$ cat src/rtl/usb_in_ep_pkg.sv
package usb_in_ep_pkg;

    localparam logic [1:0] ADDR_CTRL = 2'd0;
    localparam logic [1:0] ADDR_SET  = 2'd1;
    localparam logic [1:0] ADDR_CLR  = 2'd2;
    localparam logic [1:0] ADDR_STAT = 2'd3;

    localparam int BIT_IEN   = 0;
    localparam int BIT_TXRDY = 1;
    localparam int BIT_REL   = 2;

    typedef struct packed {
        logic ien_set;
        logic ien_clr;
        logic txrdy_clr;
        logic own_clr;
    } reg_cmd_t;

endpackage

$ cat src/rtl/usb_in_ep_regif.sv
module usb_in_ep_regif
    import usb_in_ep_pkg::*;
#(
    parameter int DW        = 8,
    parameter int MAX_BANKS = 2,
    parameter int PTR_W     = 1
) (
    input  logic                 reg_wr,
    input  logic [1:0]           reg_addr,
    input  logic [DW-1:0]        reg_wdata,
    input  logic                 txrdy_q,
    input  logic                 own_q,
    input  logic                 ien_q,
    input  logic [PTR_W-1:0]     sw_ptr_q,
    input  logic [PTR_W-1:0]     hw_ptr_q,
    input  logic [MAX_BANKS-1:0] busy_q,
    output reg_cmd_t             cmd,
    output logic [DW-1:0]        reg_rdata
);

    localparam int STAT_W = 4 + 2 * PTR_W + MAX_BANKS;

    logic              wr_set;
    logic              wr_clr;
    logic [STAT_W-1:0] stat_vec;
    logic              unused_wbits;

    assign wr_set = reg_wr && (reg_addr == ADDR_SET);
    assign wr_clr = reg_wr && (reg_addr == ADDR_CLR);

    always_comb begin
        cmd.ien_set   = wr_set && reg_wdata[BIT_IEN];
        cmd.ien_clr   = wr_clr && reg_wdata[BIT_IEN];
        cmd.txrdy_clr = wr_clr && reg_wdata[BIT_TXRDY];
        cmd.own_clr   = wr_clr && reg_wdata[BIT_REL];
    end

    assign unused_wbits = ^reg_wdata[DW-1:BIT_REL+1];

    assign stat_vec = {busy_q, hw_ptr_q, sw_ptr_q, 1'b0, ien_q, own_q, txrdy_q};

    always_comb begin
        case (reg_addr)
            ADDR_CTRL: reg_rdata = DW'(ien_q);
            ADDR_STAT: reg_rdata = DW'(stat_vec);
            default:   reg_rdata = '0;
        endcase
    end

endmodule

$ cat src/rtl/usb_in_ep_banks.sv
module usb_in_ep_banks #(
    parameter int MAX_BANKS = 2,
    parameter int PTR_W     = 1
) (
    input  logic                 clk,
    input  logic                 rst_n,
    input  logic                 cfg_multi,
    input  logic                 release_bank,
    input  logic                 tok_in,
    input  logic                 host_ack,
    output logic                 cur_free_d,
    output logic                 tok_data,
    output logic                 tok_nak,
    output logic [PTR_W-1:0]     tok_bank,
    output logic [MAX_BANKS-1:0] busy_q,
    output logic [PTR_W-1:0]     sw_ptr_q,
    output logic [PTR_W-1:0]     hw_ptr_q
);

    localparam logic [PTR_W-1:0] LAST_BANK = PTR_W'(MAX_BANKS - 1);

    typedef struct packed {
        logic [MAX_BANKS-1:0] busy;
        logic [PTR_W-1:0]     sw_ptr;
        logic [PTR_W-1:0]     hw_ptr;
    } bank_st_t;

    bank_st_t st_d, st_q;
    logic     sent_ok;

    function automatic logic [PTR_W-1:0] step_ptr(input logic [PTR_W-1:0] p,
                                                  input logic multi);
        if (!multi || p == LAST_BANK) return '0;
        return p + PTR_W'(1);
    endfunction

    assign sent_ok = host_ack && st_q.busy[st_q.hw_ptr];

    always_comb begin
        st_d = st_q;
        if (release_bank) begin
            st_d.busy[st_q.sw_ptr] = 1'b1;
            st_d.sw_ptr            = step_ptr(st_q.sw_ptr, cfg_multi);
        end
        if (sent_ok) begin
            st_d.busy[st_q.hw_ptr] = 1'b0;
            st_d.hw_ptr            = step_ptr(st_q.hw_ptr, cfg_multi);
        end
        cur_free_d = !st_d.busy[st_d.sw_ptr];
    end

    always_ff @(posedge clk or negedge rst_n) begin
        if (!rst_n) st_q <= '0;
        else        st_q <= st_d;
    end

    assign tok_data = tok_in &&  st_q.busy[st_q.hw_ptr];
    assign tok_nak  = tok_in && !st_q.busy[st_q.hw_ptr];
    assign tok_bank = st_q.hw_ptr;
    assign busy_q   = st_q.busy;
    assign sw_ptr_q = st_q.sw_ptr;
    assign hw_ptr_q = st_q.hw_ptr;

    AST_RELEASE_BUSY: assert property (@(posedge clk) disable iff (!rst_n)
        release_bank |=> st_q.busy[$past(st_q.sw_ptr)]) else $error("release did not mark bank busy");
    AST_NAK_EMPTY: assert property (@(posedge clk) disable iff (!rst_n)
        (tok_in && st_q.busy == '0) |-> (tok_nak && !tok_data)) else $error("token without busy bank not NAKed");
    AST_ACK_FREES: assert property (@(posedge clk) disable iff (!rst_n)
        sent_ok |=> !st_q.busy[$past(st_q.hw_ptr)]) else $error("ACK did not free bank");
    AST_SINGLE_FIXED: assert property (@(posedge clk) disable iff (!rst_n)
        !cfg_multi |=> (st_q.sw_ptr == $past(st_q.sw_ptr) && st_q.hw_ptr == $past(st_q.hw_ptr))) else $error("pointer moved in single-bank mode");

endmodule

$ cat src/rtl/usb_in_ep_flags.sv
module usb_in_ep_flags
    import usb_in_ep_pkg::*;
(
    input  logic     clk,
    input  logic     rst_n,
    input  logic     ep_enable,
    input  reg_cmd_t cmd,
    input  logic     cur_free_d,
    output logic     release_bank,
    output logic     own_q,
    output logic     txrdy_q,
    output logic     ien_q,
    output logic     irq
);

    typedef struct packed {
        logic own;
        logic txrdy;
        logic ien;
    } flag_st_t;

    flag_st_t fl_d, fl_q;
    logic     own_kept;
    logic     rise;

    assign release_bank = cmd.own_clr && fl_q.own;

    always_comb begin
        own_kept    = fl_q.own && !cmd.own_clr;
        rise        = ep_enable && !own_kept && cur_free_d;
        fl_d.own    = own_kept || rise;
        fl_d.txrdy  = rise || (fl_q.txrdy && !cmd.txrdy_clr);
        fl_d.ien    = cmd.ien_set || (fl_q.ien && !cmd.ien_clr);
    end

    always_ff @(posedge clk or negedge rst_n) begin
        if (!rst_n) fl_q <= '0;
        else        fl_q <= fl_d;
    end

    assign own_q   = fl_q.own;
    assign txrdy_q = fl_q.txrdy;
    assign ien_q   = fl_q.ien;
    assign irq     = fl_q.txrdy && fl_q.ien;

    AST_RISE_TOGETHER: assert property (@(posedge clk) disable iff (!rst_n)
        $rose(fl_q.own) |-> fl_q.txrdy) else $error("ownership rose without transmit-ready");
    AST_TXCLR_KEEPS_OWN: assert property (@(posedge clk) disable iff (!rst_n)
        (cmd.txrdy_clr && fl_q.own && !cmd.own_clr) |=> fl_q.own) else $error("transmit-ready clear touched ownership");
    AST_HW_SET_WINS: assert property (@(posedge clk) disable iff (!rst_n)
        (rise && cmd.txrdy_clr) |=> fl_q.txrdy) else $error("software clear beat hardware set");
    AST_NO_RISE_DISABLED: assert property (@(posedge clk) disable iff (!rst_n)
        (!ep_enable && !fl_q.own) |=> !fl_q.own) else $error("flag rose while disabled");

endmodule

$ cat src/rtl/usb_in_ep_ctrl.sv
module usb_in_ep_ctrl
    import usb_in_ep_pkg::*;
#(
    parameter int DW        = 8,
    parameter int MAX_BANKS = 2,
    parameter int PTR_W     = (MAX_BANKS > 1) ? $clog2(MAX_BANKS) : 1
) (
    input  logic             clk,
    input  logic             rst_n,
    input  logic             ep_enable,
    input  logic             cfg_multi,
    input  logic             reg_wr,
    input  logic [1:0]       reg_addr,
    input  logic [DW-1:0]    reg_wdata,
    output logic [DW-1:0]    reg_rdata,
    input  logic             tok_in,
    input  logic             host_ack,
    output logic             tok_data,
    output logic             tok_nak,
    output logic [PTR_W-1:0] tok_bank,
    output logic             irq
);

    reg_cmd_t             cmd;
    logic                 cur_free_d;
    logic                 release_bank;
    logic                 own_q;
    logic                 txrdy_q;
    logic                 ien_q;
    logic [MAX_BANKS-1:0] busy_q;
    logic [PTR_W-1:0]     sw_ptr_q;
    logic [PTR_W-1:0]     hw_ptr_q;

    usb_in_ep_regif #(.DW(DW), .MAX_BANKS(MAX_BANKS), .PTR_W(PTR_W)) regif_i (
        .reg_wr    (reg_wr),
        .reg_addr  (reg_addr),
        .reg_wdata (reg_wdata),
        .txrdy_q   (txrdy_q),
        .own_q     (own_q),
        .ien_q     (ien_q),
        .sw_ptr_q  (sw_ptr_q),
        .hw_ptr_q  (hw_ptr_q),
        .busy_q    (busy_q),
        .cmd       (cmd),
        .reg_rdata (reg_rdata)
    );

    usb_in_ep_flags flags_i (
        .clk          (clk),
        .rst_n        (rst_n),
        .ep_enable    (ep_enable),
        .cmd          (cmd),
        .cur_free_d   (cur_free_d),
        .release_bank (release_bank),
        .own_q        (own_q),
        .txrdy_q      (txrdy_q),
        .ien_q        (ien_q),
        .irq          (irq)
    );

    usb_in_ep_banks #(.MAX_BANKS(MAX_BANKS), .PTR_W(PTR_W)) banks_i (
        .clk          (clk),
        .rst_n        (rst_n),
        .cfg_multi    (cfg_multi),
        .release_bank (release_bank),
        .tok_in       (tok_in),
        .host_ack     (host_ack),
        .cur_free_d   (cur_free_d),
        .tok_data     (tok_data),
        .tok_nak      (tok_nak),
        .tok_bank     (tok_bank),
        .busy_q       (busy_q),
        .sw_ptr_q     (sw_ptr_q),
        .hw_ptr_q     (hw_ptr_q)
    );

    AST_IRQ_NEEDS_ENABLE: assert property (@(posedge clk) disable iff (!rst_n)
        irq |-> (reg_addr != ADDR_CTRL || reg_rdata[0])) else $error("interrupt without enable");

endmodule

$ cat config.mk
export PLATFORM = sky130hd
export DESIGN_NAME = usb_in_ep_ctrl
export DESIGN_NICKNAME = d
export VERILOG_FILES = /design/src/rtl/usb_in_ep_pkg.sv /design/src/rtl/usb_in_ep_regif.sv /design/src/rtl/usb_in_ep_banks.sv /design/src/rtl/usb_in_ep_flags.sv /design/src/rtl/usb_in_ep_ctrl.sv
export SDC_FILE = /design/constraint.sdc
export NUM_CORES = 1
export LEC_CHECK = 0
export ABC_AREA = 0
export CORE_AREA = 2 2 39 41
export CTS_BUF_LIST = sky130_fd_sc_hd__clkbuf_4 sky130_fd_sc_hd__clkbuf_8 sky130_fd_sc_hd__clkbuf_16
export CTS_CLUSTER_DIAMETER = 200
export DETAILED_ROUTE_END_ITERATION = 10
export DIE_AREA = 0 0 41 43
export DONT_BUFFER_PORTS = 1
export HOLD_SLACK_MARGIN = 0.03
export PLACE_DENSITY = 0.58
export SYNTH_ARGS = -nofsm -noshare
export SYNTH_HDL_FRONTEND = slang
export SYNTH_HIERARCHICAL = 1
export SYNTH_SLANG_ARGS = --single-unit
$ cat constraint.sdc
create_clock -name clk -period 2.2 [get_ports clk]
set_input_delay 0.22 -clock clk [delete_from_list [all_inputs] [get_ports clk]]
set_output_delay 0.22 -clock clk [all_outputs]
set_load 0.05 [all_outputs]
---- Word level (Yosys, flattened, before mapping) ----
Index checks and enable logic that the tools add are counted.
word-level totals
  bits of input ports ..................... 17
  word-level logic and storage cells ...... 69
  output and inout bits ................... 12
  bits in registers ....................... 7
cells by class
  bitwise gates (word level) .............. 3
  reductions and logical operators ........ 31
  $add $sub $neg .......................... 2
  $lt $le $gt $ge ......................... 5
  mux-type cells .......................... 19
  equality and inequality tests ........... 3
operators by type and width
  operator                                                     number
  logical AND 1 bit                                            18
  one-hot mux 8 bit (2 select lines)                           1
  2-to-1 mux 1 bit                                             14
  zero test 1 bit                                              7
  less-than comparator 1 x 2 -> 1 bit (second input constant)  3
  logical OR 1 bit                                             5
  == test 2 bit (second input constant)                        2
  2-to-1 mux 3 bit                                             1
  adder 1 bit (second input constant)                          2
  AND 2 bit                                                    1
  demux 1 bit (select 1 bit)                                   2
  == test 2 x 1 -> 1 bit (second input constant)               1
  greater-or-equal comparator 1 bit (second input constant)    2
  zero test 2 bit                                              1
  2-to-1 mux 2 bit                                             1
  inverter 2 bit                                               1
  bitwise OR 2 bit                                             1

---- Depth between registers and ports, before layout ----
  depth after elaboration ................. 14
  mapped depth ............................ 9
  mapped depth without buffers ............ 9

---- By module ----
Netlist, hierarchy kept.
by module, submodules not included
  module           cells each  sequential area each (um^2)  area an instance (um^2)  instances
  usb_in_ep_banks  27          100.1                        240.2                    1
  usb_in_ep_regif  20          0.0                          157.7                    1
  usb_in_ep_flags  12          75.1                         141.4                    1

---- Least setup slack after synthesis ----
No wires, ideal clock.
  kind .................................... input-to-reg
  start ................................... input reg_addr[0]
  end ..................................... register flags_i.fl_q (netlist bit flags_i/txrdy_q)
  setup slack ............................. 0.568 ns
  stages on the path ...................... 8
  buffers on the path ..................... 0
  data arrival time ....................... 1.506 ns
  setup time .............................. 0.126 ns
  required time ........................... 2.074 ns
  cells stage by stage .................... inv_1 -> ha_1 -> and3_1 -> and2_2 -> nor2b_1 -> o311a_1 -> nand2_1 -> o22ai_1
RTL lines
  element               line                   RTL
  from (decl)           usb_in_ep_ctrl.sv:13   input logic [1:0] reg_addr,
  to (signal assigned)  usb_in_ep_flags.sv:38  else fl_q <= fl_d;
  to (decl)             usb_in_ep_flags.sv:22  flag_st_t fl_d, fl_q;

---- Worst setup path in the final report ----
  start ................................... register banks_i.st_q (netlist bit banks_i/hw_ptr_q)
  end ..................................... output tok_nak
between the ends
  longest elaborated chain between the ends .. 4
ends and longest elaborated chain
  element                                               line                   RTL
  from (decl)                                           usb_in_ep_banks.sv:28  bank_st_t st_d, st_q;
  from (signal assigned)                                usb_in_ep_banks.sv:54  else st_q <= st_d;
  2-to-1 mux 1 bit (implied by the code) (2 in series)  usb_in_ep_banks.sv:58  assign tok_nak = tok_in && !st_q.busy[st_q.hw_ptr];
  zero test 1 bit                                       usb_in_ep_banks.sv:58
  logical AND 1 bit                                     usb_in_ep_banks.sv:58
  to (decl)                                             usb_in_ep_ctrl.sv:19   output logic tok_nak,
No other way between the ends. The select of a mux whose other input is x is not followed.

==> metrics.md <==
| Metric | Value |
|---|---|
| EDFF count, synth | 0 |
| Total grt overflow | 0 |
| Post-Syn Nets | 80 |
| RSZ-0062 raised after global routing | no |
| Vias per cell | 5.03 |
| Final period utilization | between 70% and 80% |
| Layout cell share with drive strength beyond 1 | between 20% and 30% |
| Setup_tns | 0 ns |
| Initial DRC count | 3 |
| Number of antenna diodes | 0 |
| Worst Setup Start Kind | register |
| Final min period | 1.66 ns |
| Netlist Area Pre-Place | approximately 540 um2 |
| I/O pin total | 29 |
| DP Wirelength | between 700 and 800 um |
| Synth cell types | 23 |
| Worst reg-to-reg setup slack | 0.80 ns |
| P_leak | roughly 0.31 nW |
| TritonCTS buffer count | 3 |
| Min-Delay Startpoint | host_ack |
| Crit path kind | register to output pin |
| Reg-to-Reg Start | flags_i/own_q |
| Worst hold path endpoint | banks_i/hw_ptr_q |
| Top cells by count, synth | 7 x and2_2, 7 x dfrtp_1, 7 x inv_1 |
| Clk network pwr share | 21.4% |
| Outcome | finished clean |
| Area Growth Syn to Fin | 11.1% |
| Mean post-synth cell area | 9.14 um2 |
| FILL cells | ~160 |
| Post-CTS resize count | 0 |
| CTS tree | built |
| Seq pwr share | between 30% and 40% |
| CP max FO | 9 |
| Routed len/inst | around 12 um |
| Final setup fails | 0 |
| Count of input and output buffers | 0 |
| Final slew viol count | 0 |
| Pwr/cell area | roughly 980 mW/mm2 |
| First-pass GRT wire length | 1400 um |
| Sequential fraction of the synthesis area | about a third |
| Die span in x | 41 um |
| Total number of vias | ~400 |
| Top-area cell type share of the netlist area | around 32% |
| Vias in the first global route | 359 |
| Synth async-reset ratio | between 90% and 100% |
| Initial Util | between 30% and 40% |
| Arr. time, crit path | about 1.4 ns |
| Peak VDD IR | about 0.34 mV |
| GPL Wtd Cong | 0.605 |
| All-layer global routing usage | between 10% and 20% |
| Combinational Power Share | a little over two fifths |
| Top_reg_cell synth | dfrtp_1 |
| Cell count after synthesis | between 50 and 60 |
| Final setup skew | about 0.00032 ns |
| CP Capture Type | output pin |
| Clock sinks | 7 |
| Clk_lat worst skew | around 0.24 ns |
| Slew Limit Headroom | 63.4% |
| Least-Margin Pin Slew | 0.548 ns |
| Initial antenna violation count | 0 |
| Worst R2R End | flags_i/txrdy_q |
| Synth top area cells | dfrtp_1 32%, and2_2 9.7%, ha_1 9.3% |
| Yosys top cell by area | dfrtp_1 |
| Sw frac | approximately 45% |
| Root Buffer | clkbuf_4 |
| DR pass1 iterations | 4 |
| Worst reg2reg path depth | 5 |
| Rows | 14 |
| Hold path depth | 1 |
| Die ar. | between 0.0015 and 0.002 mm2 |
| H-tree depth | 1 |
| NumNets Final | 86 |
| Clk pin slew, worst setup/hold paths | 0.05 ns |
| Post-Route WL | between 900 and 1000 um |
| DRC viols | 0 |
| Hold crit path type | input port to register |
| Final hold violation count | 0 |
| Largest net degree at the start of global routing | 10 |
| MaxCap Viol Count | 0 |
| Synth Warn # | 6 |
| Total net switching power | around 260 uW |
| Worst-case clock buffer depth | 2 |
| Maximum clock frequency | 0.604 GHz |
| CORE AREA | about 0.0014 mm2 |
| Flops & latches, synth | 7 |
| Antenna viol nets, final | 0 |
| Core Util, Final | 43.3% |
| Internal Power | ~320 uW |
| WP data required | 1.98 ns |
| Die height | around 43 um |
-- area by class of cell --
| cell class | instances | area, um2 | area share, % |
|---|---|---|---|
| multi-input cells | 43 | 323 | 53.9 |
| flip-flops and latches | 7 | 175 | 29.2 |
| clock buffers | 4 | 30.0 | 5.01 |
| inverters | 7 | 26.3 | 4.38 |
| repair buffers | 3 | 25.0 | 4.18 |
| well taps | 16 | 20.0 | 3.34 |
-- metrics by stage --
stage	hold slack [ns]	setup slack [ns]	total power [mW]	area, um2	instances
after detailed placement	-0.0755	0.447	0.462	559	75
after global routing	0.0847	0.443	0.622	599	80
after CTS	0.0811	0.532	0.593	599	80
after global placement	-0.0755	0.462	0.459	559	75
after floorplan	-0.0756	0.568	0.430	539	59
final	0.0808	0.544	0.586	599	80
-- layout by cell type (no fill, tap or decap), drive strengths merged --
| cell | instances |
|---|---|
| nand4bb | 1 |
| nand3 | 2 |
| o21ai | 3 |
| buf | 2 |
| nand2b | 1 |
| nand2 | 4 |
| dfrtp | 7 |
| o2111ai | 1 |
| a31oi | 2 |
| a21o | 2 |
| mux2i | 1 |
| inv | 7 |
| nor2b | 4 |
| conb | 1 |
| nor2 | 1 |
| and2 | 9 |
| o22ai | 1 |
| and3 | 4 |
| ha | 4 |
| a22oi | 1 |
| clkbuf | 4 |
| o311a | 1 |
| dlygate4sd3 | 1 |
-- worst max-delay path, stage by stage (launching register included) --
cell and delay (ns):
dfrtp_1 0.49, mux2i_1 0.25, and2_1 0.46
-- kinds of logic after synthesis --
kind of cell / after synthesis / synth area share (%)
other: 1 / 0.695
AND/OR/NAND/NOR: 26 / 33.2
multiplexers: 1 / 1.86
flip-flops: 7 / 32.5
AO/OA/AOI/OAI: 11 / 14.8
adder cells (fa/ha/maj): 4 / 9.28
buffers and inverters: 9 / 7.66
-- layer usage --
layer	vias to the layer above	track usage, %	routed length (um)
met3	2	3.14	73
met2	16	18.8	482
met4	0	12.0	17
li1	204	-	-
met5	-	0	0
met1	180	14.0	385
-- power by group through the flow --
stage / logic [mW] / clock network, mW / registers, mW
6_report: 0.249 / 0.125 / 0.212
4_1_cts: 0.252 / 0.129 / 0.212
2_1_floorplan: 0.229 / 0 / 0.201
5_1_grt: 0.267 / 0.135 / 0.220
3_5_place_dp: 0.247 / 0 / 0.215
3_3_place_gp: 0.245 / 0 / 0.214
-- state kept, by name, summed over array words and instances (netlist names) --
signal	flops
banks_i/hw_ptr_q	1
flags_i/txrdy_q	1
banks_i/busy_q	2
flags_i/own_q	1
flags_i/ien_q	1
banks_i/sw_ptr_q	1
-- worst max-delay path by stage --
stage                                start              end  slack, ns  depth (start not counted)
after floorplan                reg_addr[0]  flags_i/txrdy_q       0.57                          8
after global placement         reg_addr[0]  flags_i/txrdy_q       0.46                          9
after detailed placement       reg_addr[0]  flags_i/txrdy_q       0.45                          9
after CTS                 banks_i/hw_ptr_q          tok_nak       0.53                          2
after global routing      banks_i/hw_ptr_q          tok_nak       0.44                          2
final                     banks_i/hw_ptr_q          tok_nak       0.54                          2
-- repair_timing --
item | in CTS | in global routing
hold endpoints to repair | 7 | 0
buffers inserted | 0 | 0
setup endpoints to repair | 0 | 0
hold buffers | 1 | 0
No activity file was read; power rests on OpenSTA's default activity.
